[config.mk]
export PLATFORM = sky130hd
export DESIGN_NAME = ser_rx
export DESIGN_NICKNAME = d
export VERILOG_FILES = /design/src/rtl/ser_rx.sv
export SDC_FILE = /design/constraint.sdc
export NUM_CORES = 1
export LEC_CHECK = 0
export BUFFER_PORTS_ARGS = -buffer_cell sky130_fd_sc_hd__buf_2
export CELL_PAD_IN_SITES_DETAIL_PLACEMENT = 1
export CELL_PAD_IN_SITES_GLOBAL_PLACEMENT = 2
export CORE_MARGIN = 10
export CORE_UTILIZATION = 35
export CTS_CLUSTER_SIZE = 40
export DETAILED_ROUTE_END_ITERATION = 7
export GPL_TIMING_DRIVEN = 1
export PLACE_DENSITY = 0.84
export SYNTH_ARGS = -nofsm -noshare
export SYNTH_HDL_FRONTEND = slang
export SYNTH_SLANG_ARGS = --single-unit
[constraint.sdc]
create_clock -name clk -period 2.19 [get_ports clk]
set_clock_uncertainty 0.2 [all_clocks]
set_input_delay 0.1095 -clock clk [delete_from_list [all_inputs] [get_ports clk]]
set_output_delay 0.1095 -clock clk [all_outputs]
set_load 0.05 [all_outputs]
[src/rtl/ser_rx.sv]
module ser_rx #(
  parameter int OVS = 16
) (
  input  logic       clk,
  input  logic       rst_n,
  input  logic       tick,
  input  logic       line_in,
  input  logic [1:0] cfg_len,
  input  logic [2:0] cfg_par,
  input  logic       cfg_stop2,
  output logic [7:0] rx_word,
  output logic       rx_valid,
  output logic       par_err,
  output logic       frm_err
);
  localparam int CW = $clog2(OVS);
  localparam logic [CW-1:0] HALF = CW'(OVS / 2 - 1);
  localparam logic [CW-1:0] FULL = CW'(OVS - 1);

  typedef enum logic [2:0] {IDLE, START, DATA, PAR, STOP1, STOP2} st_t;
  st_t st;

  logic [1:0]    sync;
  logic          prev;
  logic [CW-1:0] cnt;
  logic [2:0]    idx;
  logic [7:0]    sh;
  logic          pbit, bad1;
  logic [7:0]    data_w;
  logic          par_on, par_exp;

  wire rxd = sync[1];
  assign data_w = sh >> (2'd3 - cfg_len);
  assign par_on = (cfg_par >= 3'd1) && (cfg_par <= 3'd4);

  always_comb begin
    case (cfg_par)
      3'd1:    par_exp = ^data_w;
      3'd2:    par_exp = ~^data_w;
      3'd3:    par_exp = 1'b1;
      default: par_exp = 1'b0;
    endcase
  end

  always_ff @(posedge clk or negedge rst_n) begin
    if (!rst_n) begin
      sync     <= 2'b11;
      prev     <= 1'b1;
      st       <= IDLE;
      cnt      <= '0;
      idx      <= '0;
      sh       <= '0;
      pbit     <= 1'b0;
      bad1     <= 1'b0;
      rx_word  <= '0;
      rx_valid <= 1'b0;
      par_err  <= 1'b0;
      frm_err  <= 1'b0;
    end else begin
      sync     <= {sync[0], line_in};
      prev     <= rxd;
      rx_valid <= 1'b0;
      par_err  <= 1'b0;
      frm_err  <= 1'b0;
      case (st)
        IDLE: if (prev && !rxd) begin
          st  <= START;
          cnt <= '0;
        end
        START: if (tick) begin
          if (cnt == HALF) begin
            cnt <= '0;
            idx <= '0;
            st  <= rxd ? IDLE : DATA;
          end else cnt <= cnt + 1'b1;
        end
        default: if (tick) begin
          if (cnt != FULL) cnt <= cnt + 1'b1;
          else begin
            cnt <= '0;
            case (st)
              DATA: begin
                sh  <= {rxd, sh[7:1]};
                idx <= idx + 1'b1;
                if (idx == {1'b0, cfg_len} + 3'd4) st <= par_on ? PAR : STOP1;
              end
              PAR: begin
                pbit <= rxd;
                st   <= STOP1;
              end
              STOP1: begin
                bad1 <= !rxd;
                if (cfg_stop2) st <= STOP2;
                else begin
                  st       <= IDLE;
                  rx_word  <= data_w;
                  rx_valid <= 1'b1;
                  par_err  <= par_on && (pbit != par_exp);
                  frm_err  <= !rxd;
                end
              end
              default: begin
                st       <= IDLE;
                rx_word  <= data_w;
                rx_valid <= 1'b1;
                par_err  <= par_on && (pbit != par_exp);
                frm_err  <= bad1 || !rxd;
              end
            endcase
          end
        end
      endcase
    end
  end
endmodule

After elaboration in Yosys (flattened, before gate mapping)
Index checks and enable logic that the tools add are counted.
Word-level totals
  flip-flop bits (word level): 34
  output and inout bits: 11
Operators by class
  add/sub/neg operators: 4
  $lt $le $gt $ge: 2
  equal/unequal tests: 18
  shift-type cells: 1
  multiplexer cells: 41
  bitwise operators: 4
  reduce and logical (&&, ||, !) cells: 19
Operator list (count)
  two-way mux 3 bit: 13
  two-way mux 4 bit: 5
  case mux 8 bit (2 select lines): 1
  equality test 3 x 2 -> 1 bit, second input constant: 4
  two-way mux 1 bit: 12
  case mux 3 bit (2 select lines): 2
  AND reduction 4 bit: 3
  AND reduction 5 bit: 2
  case mux 3 bit (3 select lines): 1
  two-way mux 8 bit: 1
  inequality test 2 bit, second input constant: 4
  inequality test 4 bit, second input constant: 2
  case mux 4 bit (2 select lines): 1
  XNOR reduction 8 bit: 1
  parity 8 bit: 1
  right shift 8 x 2 -> 8 bit: 1
  equality test 3 x 1 -> 1 bit, second input constant: 2
  case mux 1 bit (2 select lines): 3
  AND reduction 6 bit: 1
  adder 4 x 1 -> 4 bit, second input constant: 1
  equality test 4 x 3 -> 1 bit, second input constant: 1
  inverter 1 bit: 4
  nonzero test 2 bit: 2
  OR reduction 2 bit: 2
  other kinds (17): 19

Depth between registers and ports, before layout
Gate-level depths: netlist of the first run.
  depth after elaboration: 11
  depth in mapped cells: 7
  gate-level depth less buffers: 7

Worst setup path before layout of the first run
Ideal clock, no wire load.
  path type: register to register
  start point: reg st[1]
  end point: reg cnt[3]
  library setup time: 0.092 ns
  arrival time: 1.615 ns
  required time: 1.898 ns
  setup slack: 0.283 ns
  cell stages (with the launch flop): 7
  buffers on the path: 1
  path through: dfrtp_1 -> buf_6 -> or3_4 -> nor3b_2 -> a21oi_2 -> or2_1 -> o31ai_2
On the way
  word-level cells in the longest chain between the ends: 3
  elaborated cells between the ends (all ways): 7
  classes of those cells: 3 x eq/ne; 1 x mux; 3 x reduce/logical
Ends and longest elaborated chain
  from (decl): line 21  | st_t st;
  from (signal assigned): line 74  | st <= rxd ? IDLE : DATA;
  from (signal assigned): line 85  | if (idx == {1'b0, cfg_len} + 3'd4) st <= par_on ? PAR : STOP1;
  equality test 3 x 1 -> 1 bit / zero test 3 bit (equally long branches): line 65  | case (st)
  inequality test 2 bit (no source line) / nonzero test 2 bit (equally long branches)
  AND reduction 3 bit (no source line)
  to (signal assigned): line 75  | end else cnt <= cnt + 1'b1;
  to (signal assigned): line 78  | if (cnt != FULL) cnt <= cnt + 1'b1;
  to (decl): line 25  | logic [CW-1:0] cnt;
Parallel ways exist; a longest one is shown, timed or not.
A chain may end at the register's enable or synchronous reset.

Final worst setup path of the first run
  start point: reg st[2]
  end point: reg cnt[3]
The elaborated chain is that of the path after synthesis.

==> results of run 1 <==
worst max-delay path: stages, from the launching register on:
cell and delay (ps):
dfrtp_1 440, or3_4 440, nor3b_2 250, a21oi_2 90, or2_1 280, o31ai_2 210
cells in the mapped netlist (all sizes together), types with 2 or more instances:
cell	n	area [um2]
o31ai	5	47.5
inv	6	22.5
nor2b	4	25.0
mux2	12	135
xnor2	7	61.3
o21ai	27	135
dfrtp	31	776
and3	3	18.8
nand2	25	93.8
mux2i	7	70.1
nand3	9	45.0
dfstp	3	78.8
nor2	6	22.5
a21oi	5	28.8
buf	3	21.3
nand3b	4	42.5
xor2	3	26.3
clkbuf	3	11.3
ha	2	25.0
layer usage:
layer / up-vias / GRT usage / share of wire
met1: 660 / 0.113 / 0.44
met2: 23 / 0.175 / 0.50
met3: 7 / 0.0391 / 0.045
met4: 0 / 0.0392 / 0.015
met5: - / 0 / 0
li1: 684 / - / -
kinds of logic (layout without fill, tap and decap cells):
kind of cell               after synthesis  in the layout  share of synthesized area
muxes                                   19             19                      0.114
xor gates and xnor gates                11             11                     0.0612
AOI/OAI and AO/OA                       42             42                      0.141
adders and majority gates                2              2                     0.0139
DFF                                     34             34                      0.475
and+or+nand+nor                         57             57                      0.164
buffers and inverters                   12             45                     0.0306
area by class of cell:
cell class / count / area [um2] / area share
flip-flops and latches: 34 / 855 / 0.399
multi-input cells: 131 / 888 / 0.414
repair buffers: 31 / 200 / 0.0934
well taps: 70 / 87.6 / 0.0409
inverters: 6 / 22.5 / 0.0105
clock buffers: 8 / 90.1 / 0.0420
flip-flops by register name (all words and copies together) (netlist names):
name      count
bad1          1
rx_word       8
pbit          1
cnt           4
idx           3
sync          2
st            3
rx_valid      1
frm_err       1
par_err       1
sh            8
prev          1
where the power goes:
part	total [mW]	internal (mW)	switching (mW)
logic	0.624	0.246	0.378
registers	0.784	0.707	0.0764
clock network	0.473	0.256	0.217
worst paths after layout:
check | endpoint | slack [ps] | cells past startpoint
max | cnt[3] | 190 | 5
min | rx_word[7] | 20 | 3
max reg2reg | cnt[3] | 190 | 5
min reg2reg | sync[1] | 160 | 0
max in group asynchronous | cnt[3] | 1070 | 2
min in group asynchronous | rx_word[4] | 230 | 2
per-stage QoR:
stage	util	total power, mW	area, um2	instances	hold slack, ps
floorplan	-	1.25	1800	177	-386
global placement	0.393	1.39	1980	265	15.1
detailed placement	0.393	1.41	1980	265	15.9
CTS	0.425	1.92	2140	280	10.0
global route	0.425	2.02	2140	280	34.5
finish	0.425	1.88	2140	280	21.5
timing repair:
action / 4_1_cts / 5_1_grt
resized for setup: 0 / 0
hold buffers: 7 / 0
hold endpoints to repair: 37 / 0
==> flow_summary.toml, run 1 <==
[drt]
firstDrtPassIters = 4
dr_total_vias = 1374
wl_per_cell_um = 14.6
drtIter0Drc = 37
drc = 0
ant_nets = 0
via_per_inst = 4.91
totalWireLength_um = 4080

[critical_path]
startpoint_type = "flip-flop"
startpoint = "st[2]"
path_class = "reg2reg"
r2r_start = "st[2]"
path_max_fanout = 7
crit_required_ps = 2190
cp.arrival_ps = 1990
worstSetupEndpointType = "flip-flop"

[timing]
finalHoldViolations = 0
fmax_mhz = 501
drv_slew = 0
worst_slack_ps = 193
relSlewSlack = 0.493
setup_viol = 0
min_period_over_period = 0.912
tns_ps = 0
min_period_ps = 2000
tightest_slew_ps = 761
rsz0062_at_grt = "false"

[synth]
netlist_area_um2 = 1800
syn_inst = 177
yosys_warnings = 0
async_reset_ff_frac = 1.00
synth.avg_cell_area_um2 = 10.2
ys_types = 37
syn_nets = 189
ys_ff_latch = 34
seq_area_frac_synth = 0.475
synthFlopType = "dfrtp_1"
synth_edf_count = 0

[worst_hold_path]
hp-class = "in2reg"
hold_start = "cfg_len[0]"

[die]
rows = 26
ioPinCount = 21
start_util = 0.357
core_um2 = 5040
fp.dieArea_um2 = 8400
chipWidth_um = 91.7
die_y_um = 91.7

[global_routing]
grt_first_pass_wirelength_um = 7000
grt_max_degree = 35
grt_overflow = 0
antenna_found_initial = 0
grt_pass1_vias = 1433
grt_usage = 0.103

[power_and_ir_drop]
peakVddDrop_mv = 0.496
p_leak_nw = 1.04
p_per_area_nw_per_um2 = 877

[clocking]
cts-root-buf = "clkbuf_8"
cts_sinks = 34
postCtsSetupRepairBufs = 0
cts_buffer_depth = 2
insertion_delay_ps = 280
clk_pin_slew_ps = 70
numCtsBuffers = 5
htreeDepth = 2
cts_tree = "built"

[final_layout]
syn2layout_area_growth_pct = 19.2
antenna_cells = 0
drive_gt1_frac = 0.205
layout_commonest_cell = "dfrtp_1"
mostFrequentLayoutCells = "31 x dfrtp_1, 25 x nand2_1, 20 x buf_2, 15 x o21ai_0, 12 x o21ai_1"
fin_nets = 221
n_fill_cell = 594

[placed_design]
place_ws_ps = 164
dp_hpwl_um = 3000
gp_congestion = 0.801
port_buffers = 20

[outcome]
status = "complete, no violations"

[run]
max-cap-violations = 0
No activity file was read; power rests on OpenSTA's default activity.
==> run 2: changes to the inputs <==
CORE_UTILIZATION = 37   (was 35)
PLACE_DENSITY = 0.88   (was 0.84)
==> flow_summary.toml, run 2 (same netlist as run 1, synthesis figures left out) <==
[power_and_ir_drop]
p_leak_nw = 1.05
clockPowerShare = 0.291
combinationalPowerShare = 0.306
intPower_mw = 1.28
p_per_area_nw_per_um2 = 919
seqPwrFrac = 0.403
peakVddDrop_mv = 0.488
switchingPower_mw = 0.703
switching_share = 0.354

[global_routing]
grt_first_pass_wirelength_um = 7510
antenna_found_initial = 0
grt_max_degree = 35
grt_pass1_vias = 1552
grt_overflow = 0
grt_usage = 0.112

[critical_path]
critPathMaxStageDelay_ps = 470
cp.arrival_ps = 2060
crit_path_top_delay_cell = "dfrtp_2"
path_class = "reg2reg"
path_max_fanout = 10
worstSetupEndpointType = "flip-flop"
cp_cell_sequence = "or3_4 > nor3b_2 > a21oi_2 > nand3b_4 > a21oi_1 > o22ai_1"
startpoint_type = "flip-flop"
crit_required_ps = 2160

[run]
max-cap-violations = 0

[drt]
ant_nets = 0
firstDrtPassIters = 4
dr_total_vias = 1428
drtIter0Drc = 41
wl_per_cell_um = 15.8
via_per_inst = 5.17
drc = 0
totalWireLength_um = 4370

[timing]
tightest_slew_ps = 769
relSlewSlack = 0.487
drv_slew = 0
tns_ps = 0
min_period_ps = 2080
fmax_mhz = 480
rsz0062_at_grt = "false"
min_period_over_period = 0.951
finalHoldViolations = 0
setup_viol = 0

[clocking]
numCtsBuffers = 5
clk_pin_slew_ps = 80
cts_sinks = 34
insertion_delay_ps = 290
cts-root-buf = "clkbuf_8"
cts_tree = "built"
htreeDepth = 2
cts_buffer_depth = 2

[final_layout]
n_fill_cell = 542
reg_top3 = "rx_word x8, sh x8, cnt x4"
drive_gt1_frac = 0.220
fin_nets = 220
mostFrequentLayoutCells = "30 x dfrtp_1, 25 x nand2_1, 19 x buf_2, 15 x o21ai_0, 12 x o21ai_1"
stdcell_count = 276
syn2layout_area_growth_pct = 20.0
layout_commonest_cell = "dfrtp_1"
antenna_cells = 0

[die]
ioPinCount = 21
die_y_um = 89.7
fp.dieArea_um2 = 8050
start_util = 0.381
chipWidth_um = 89.7
rows = 25
core_um2 = 4720

[worst_hold_path]
hp-class = "in2reg"

[placed_design]
gp_congestion = 0.836
port_buffers = 20
dp_cells = 260
dp_hpwl_um = 3080

[outcome]
status = "complete, no violations"
-- run 2: cell types whose count changed in the layout (fill, tap and decap cells not counted), sizes merged --
cell	before	now
clkbuf	8	6
dlygate4sd3	7	8
bufinv	0	1
buf	24	21
clkinv	0	2
-- run 2: path summary, 6_finish.rpt --
check                            from    endpoint  slack, ps  cells past startpoint
max                             st[1]       st[2]        110                      6
min                        cfg_len[1]  rx_word[6]          9                      3
max reg2reg                     st[1]       st[2]        110                      6
min reg2reg                   sync[0]     sync[1]        160                      0
max in group asynchronous       rst_n       st[1]       1010                      2
min in group asynchronous       rst_n  rx_word[0]        230                      2
-- run 2: worst max-delay path: cells and delay by family, from the launching register on --
| kind | cells | cell delay [ps] |
|---|---|---|
| AND/OR/NAND/NOR | 3 | 900 |
| AO/OA/AOI/OAI | 3 | 390 |
| flip-flops | 1 | 470 |
-- run 2: repair_timing --
item,CTS,global route
gates resized for setup,0,4
endpoints found under the setup margin,0,5
hold buffers,8,0
endpoints found under the hold margin,37,0
setup buffers,0,0
-- run 2: layout make-up --
cell class                      instances  area (um2)  share of cell area
Clock buffer                            5        68.8              0.0319
Clock inverter                          3        40.0              0.0186
Inverter                                6        22.5              0.0104
Multi-Input combinational cell        131         890               0.412
Sequential cell                        34         856               0.397
Tap cell                               67        83.8              0.0388
Timing Repair Buffer                   30         198              0.0916
-- run 2: power by group through the flow --
stage | Sequential (mW) | Clock, mW | Combinational, mW
after CTS | 0.796 | 0.585 | 0.610
after detailed placement | 0.807 | 0 | 0.588
final | 0.800 | 0.576 | 0.607
after floorplan | 0.817 | 0 | 0.434
after global routing | 0.817 | 0.616 | 0.678
after global placement | 0.799 | 0 | 0.562
-- run 2: through the flow --
stage                     worst slack [ps]  utilization  total power, mW  instance area [um2]  hold WS (ps)
after floorplan                        283            -             1.25                 1800          -386
after global placement                 183        0.416             1.36                 1960          5.87
after detailed placement               109        0.416             1.40                 1960          17.1
after CTS                             82.1        0.456             1.99                 2150          3.07
after global routing                0.0817        0.457             2.11                 2160          15.0
final                                  107        0.457             1.98                 2160          9.31
-- run 2: metal layers --
layer,up-vias,track usage,part of all wire
met5,-,0,0
met4,0,0.0526,0.019
met3,7,0.0382,0.042
met2,25,0.199,0.53
met1,712,0.116,0.40
li1,684,-,-
==> run 3: changes to the inputs <==
CORE_ASPECT_RATIO = 1.75   (was unset)
==> flow_summary.toml, run 3 (same netlist as run 1, synthesis figures left out) <==
[drt]
totalWireLength_um = 4250
via_per_inst = 5.46
drc = 0
ant_nets = 0
dr_total_vias = 1424
wl_per_cell_um = 16.3
firstDrtPassIters = 4
drtIter0Drc = 56

[power_and_ir_drop]
clockPowerShare = 0.297
intPower_mw = 1.31
seqPwrFrac = 0.400
combinationalPowerShare = 0.303
peakVddDrop_mv = 0.576
p_per_area_nw_per_um2 = 929
switchingPower_mw = 0.679
finalPower_mw = 1.99
switching_share = 0.341
p_leak_nw = 1.05

[placed_design]
dp_hpwl_um = 3220
dp_cells = 246
gp_congestion = 0.780
port_buffers = 20

[critical_path]
crit_required_ps = 2150
cp.arrival_ps = 2070
r2r_cells = 6
path_class = "reg2reg"
worstSetupEndpointType = "flip-flop"
startpoint_type = "flip-flop"
path_max_fanout = 10

[timing]
fmax_mhz = 473
min_period_ps = 2110
min_period_over_period = 0.965
setup_viol = 0
relSlewSlack = 0.495
drv_slew = 0
holdWs_ps = 6.88
finalHoldViolations = 0
tightest_slew_ps = 758

[outcome]
status = "complete, no violations"

[final_layout]
fin_nets = 220
n_fill_cell = 537
final_util = 0.456
syn2layout_area_growth_pct = 19.3
layout_commonest_cell = "dfrtp_1"
stdcell_count = 261
antenna_cells = 0
reg_top3 = "rx_word x8, sh x8, cnt x4"
drive_gt1_frac = 0.215
mostFrequentLayoutCells = "31 x dfrtp_1, 25 x nand2_1, 20 x buf_2, 15 x o21ai_0, 12 x o21ai_1"

[global_routing]
grt_overflow = 0
grt_pass1_vias = 1549
grt_first_pass_wirelength_um = 7310
grt_max_degree = 35
antenna_found_initial = 0
grt_usage = 0.110

[die]
rows = 33
fp.dieArea_um2 = 8160
core_um2 = 4710
chipWidth_um = 72.7
die_y_um = 112
ioPinCount = 21
start_util = 0.382

[clocking]
clk_pin_slew_ps = 70
cts_buffer_depth = 2
numCtsBuffers = 5
cts_sinks = 34
cts-root-buf = "clkbuf_8"
insertion_delay_ps = 280
htreeDepth = 2
cts_tree = "built"

[worst_hold_path]
hp-class = "in2reg"
hold_path_depth = 3

[run]
max-cap-violations = 0
==> run 3: changes by cell type in the layout (fill, tap and decap cells not counted), sizes merged <==
cell         change
buf              +2
clkbuf           +1
dlygate4sd3      -1
clkinv           -2
==> run 3: worst paths after layout <==
kind / from / endpoint / slack, ps
max in group asynchronous: rst_n / cnt[1] / 1070
worst min register to register: sync[0] / sync[1] / 160
min in group asynchronous: rst_n / rx_word[4] / 230
worst min-delay path: cfg_len[0] / rx_word[7] / 7
worst max-delay path: st[1] / st[1] / 80
worst max register to register: st[1] / st[1] / 80
==> run 3: power groups by stage <==
stage / Combinational (mW) / Clock [mW] / Sequential [mW]
final: 0.604 / 0.592 / 0.797
after global placement: 0.571 / 0 / 0.802
after global routing: 0.684 / 0.635 / 0.811
after CTS: 0.605 / 0.613 / 0.796
after floorplan: 0.434 / 0 / 0.817
after detailed placement: 0.593 / 0 / 0.808
==> run 3: per-layer routing <==
layer	up-vias	routed length (um)	global-route usage
met5	-	0	0
met2	27	2490	0.207
met4	0	91	0.0534
met1	706	1490	0.104
li1	681	-	-
met3	10	180	0.0300
==> run 3: per-stage QoR <==
stage | setup slack, ps | instance area (um2) | setup TNS, ps
global placement | 167 | 1950 | 0
global route | -24.2 | 2150 | -24.2
detailed placement | 82.0 | 1950 | 0
floorplan | 283 | 1800 | 0
CTS | 66.2 | 2140 | 0
finish | 76.2 | 2150 | 0
==> run 3: cell type report <==
cell class / count / area [um2] / share of cell area
sequential: 34 / 855 / 0.398
clock buffer: 7 / 86.3 / 0.0402
clock inverter: 1 / 30.0 / 0.0140
tap: 52 / 65.1 / 0.0303
timing repair buffer: 30 / 193 / 0.0898
multi-input combinational: 131 / 895 / 0.417
inverter: 6 / 22.5 / 0.0105
==> run 3: timing repair <==
item	CTS	global route
endpoints found under the setup margin	0	2
setup buffers	0	0
hold buffers	7	0
endpoints found under the hold margin	38	0
resized for setup	0	2
==> run 3: critical path, cell delays in order (launching register included) <==
cell and delay [ps]:
dfrtp_1 480, or3_4 470, nor3b_2 240, a21oi_2 90
nand3b_4 210, o21ai_1 210, o31ai_2 100
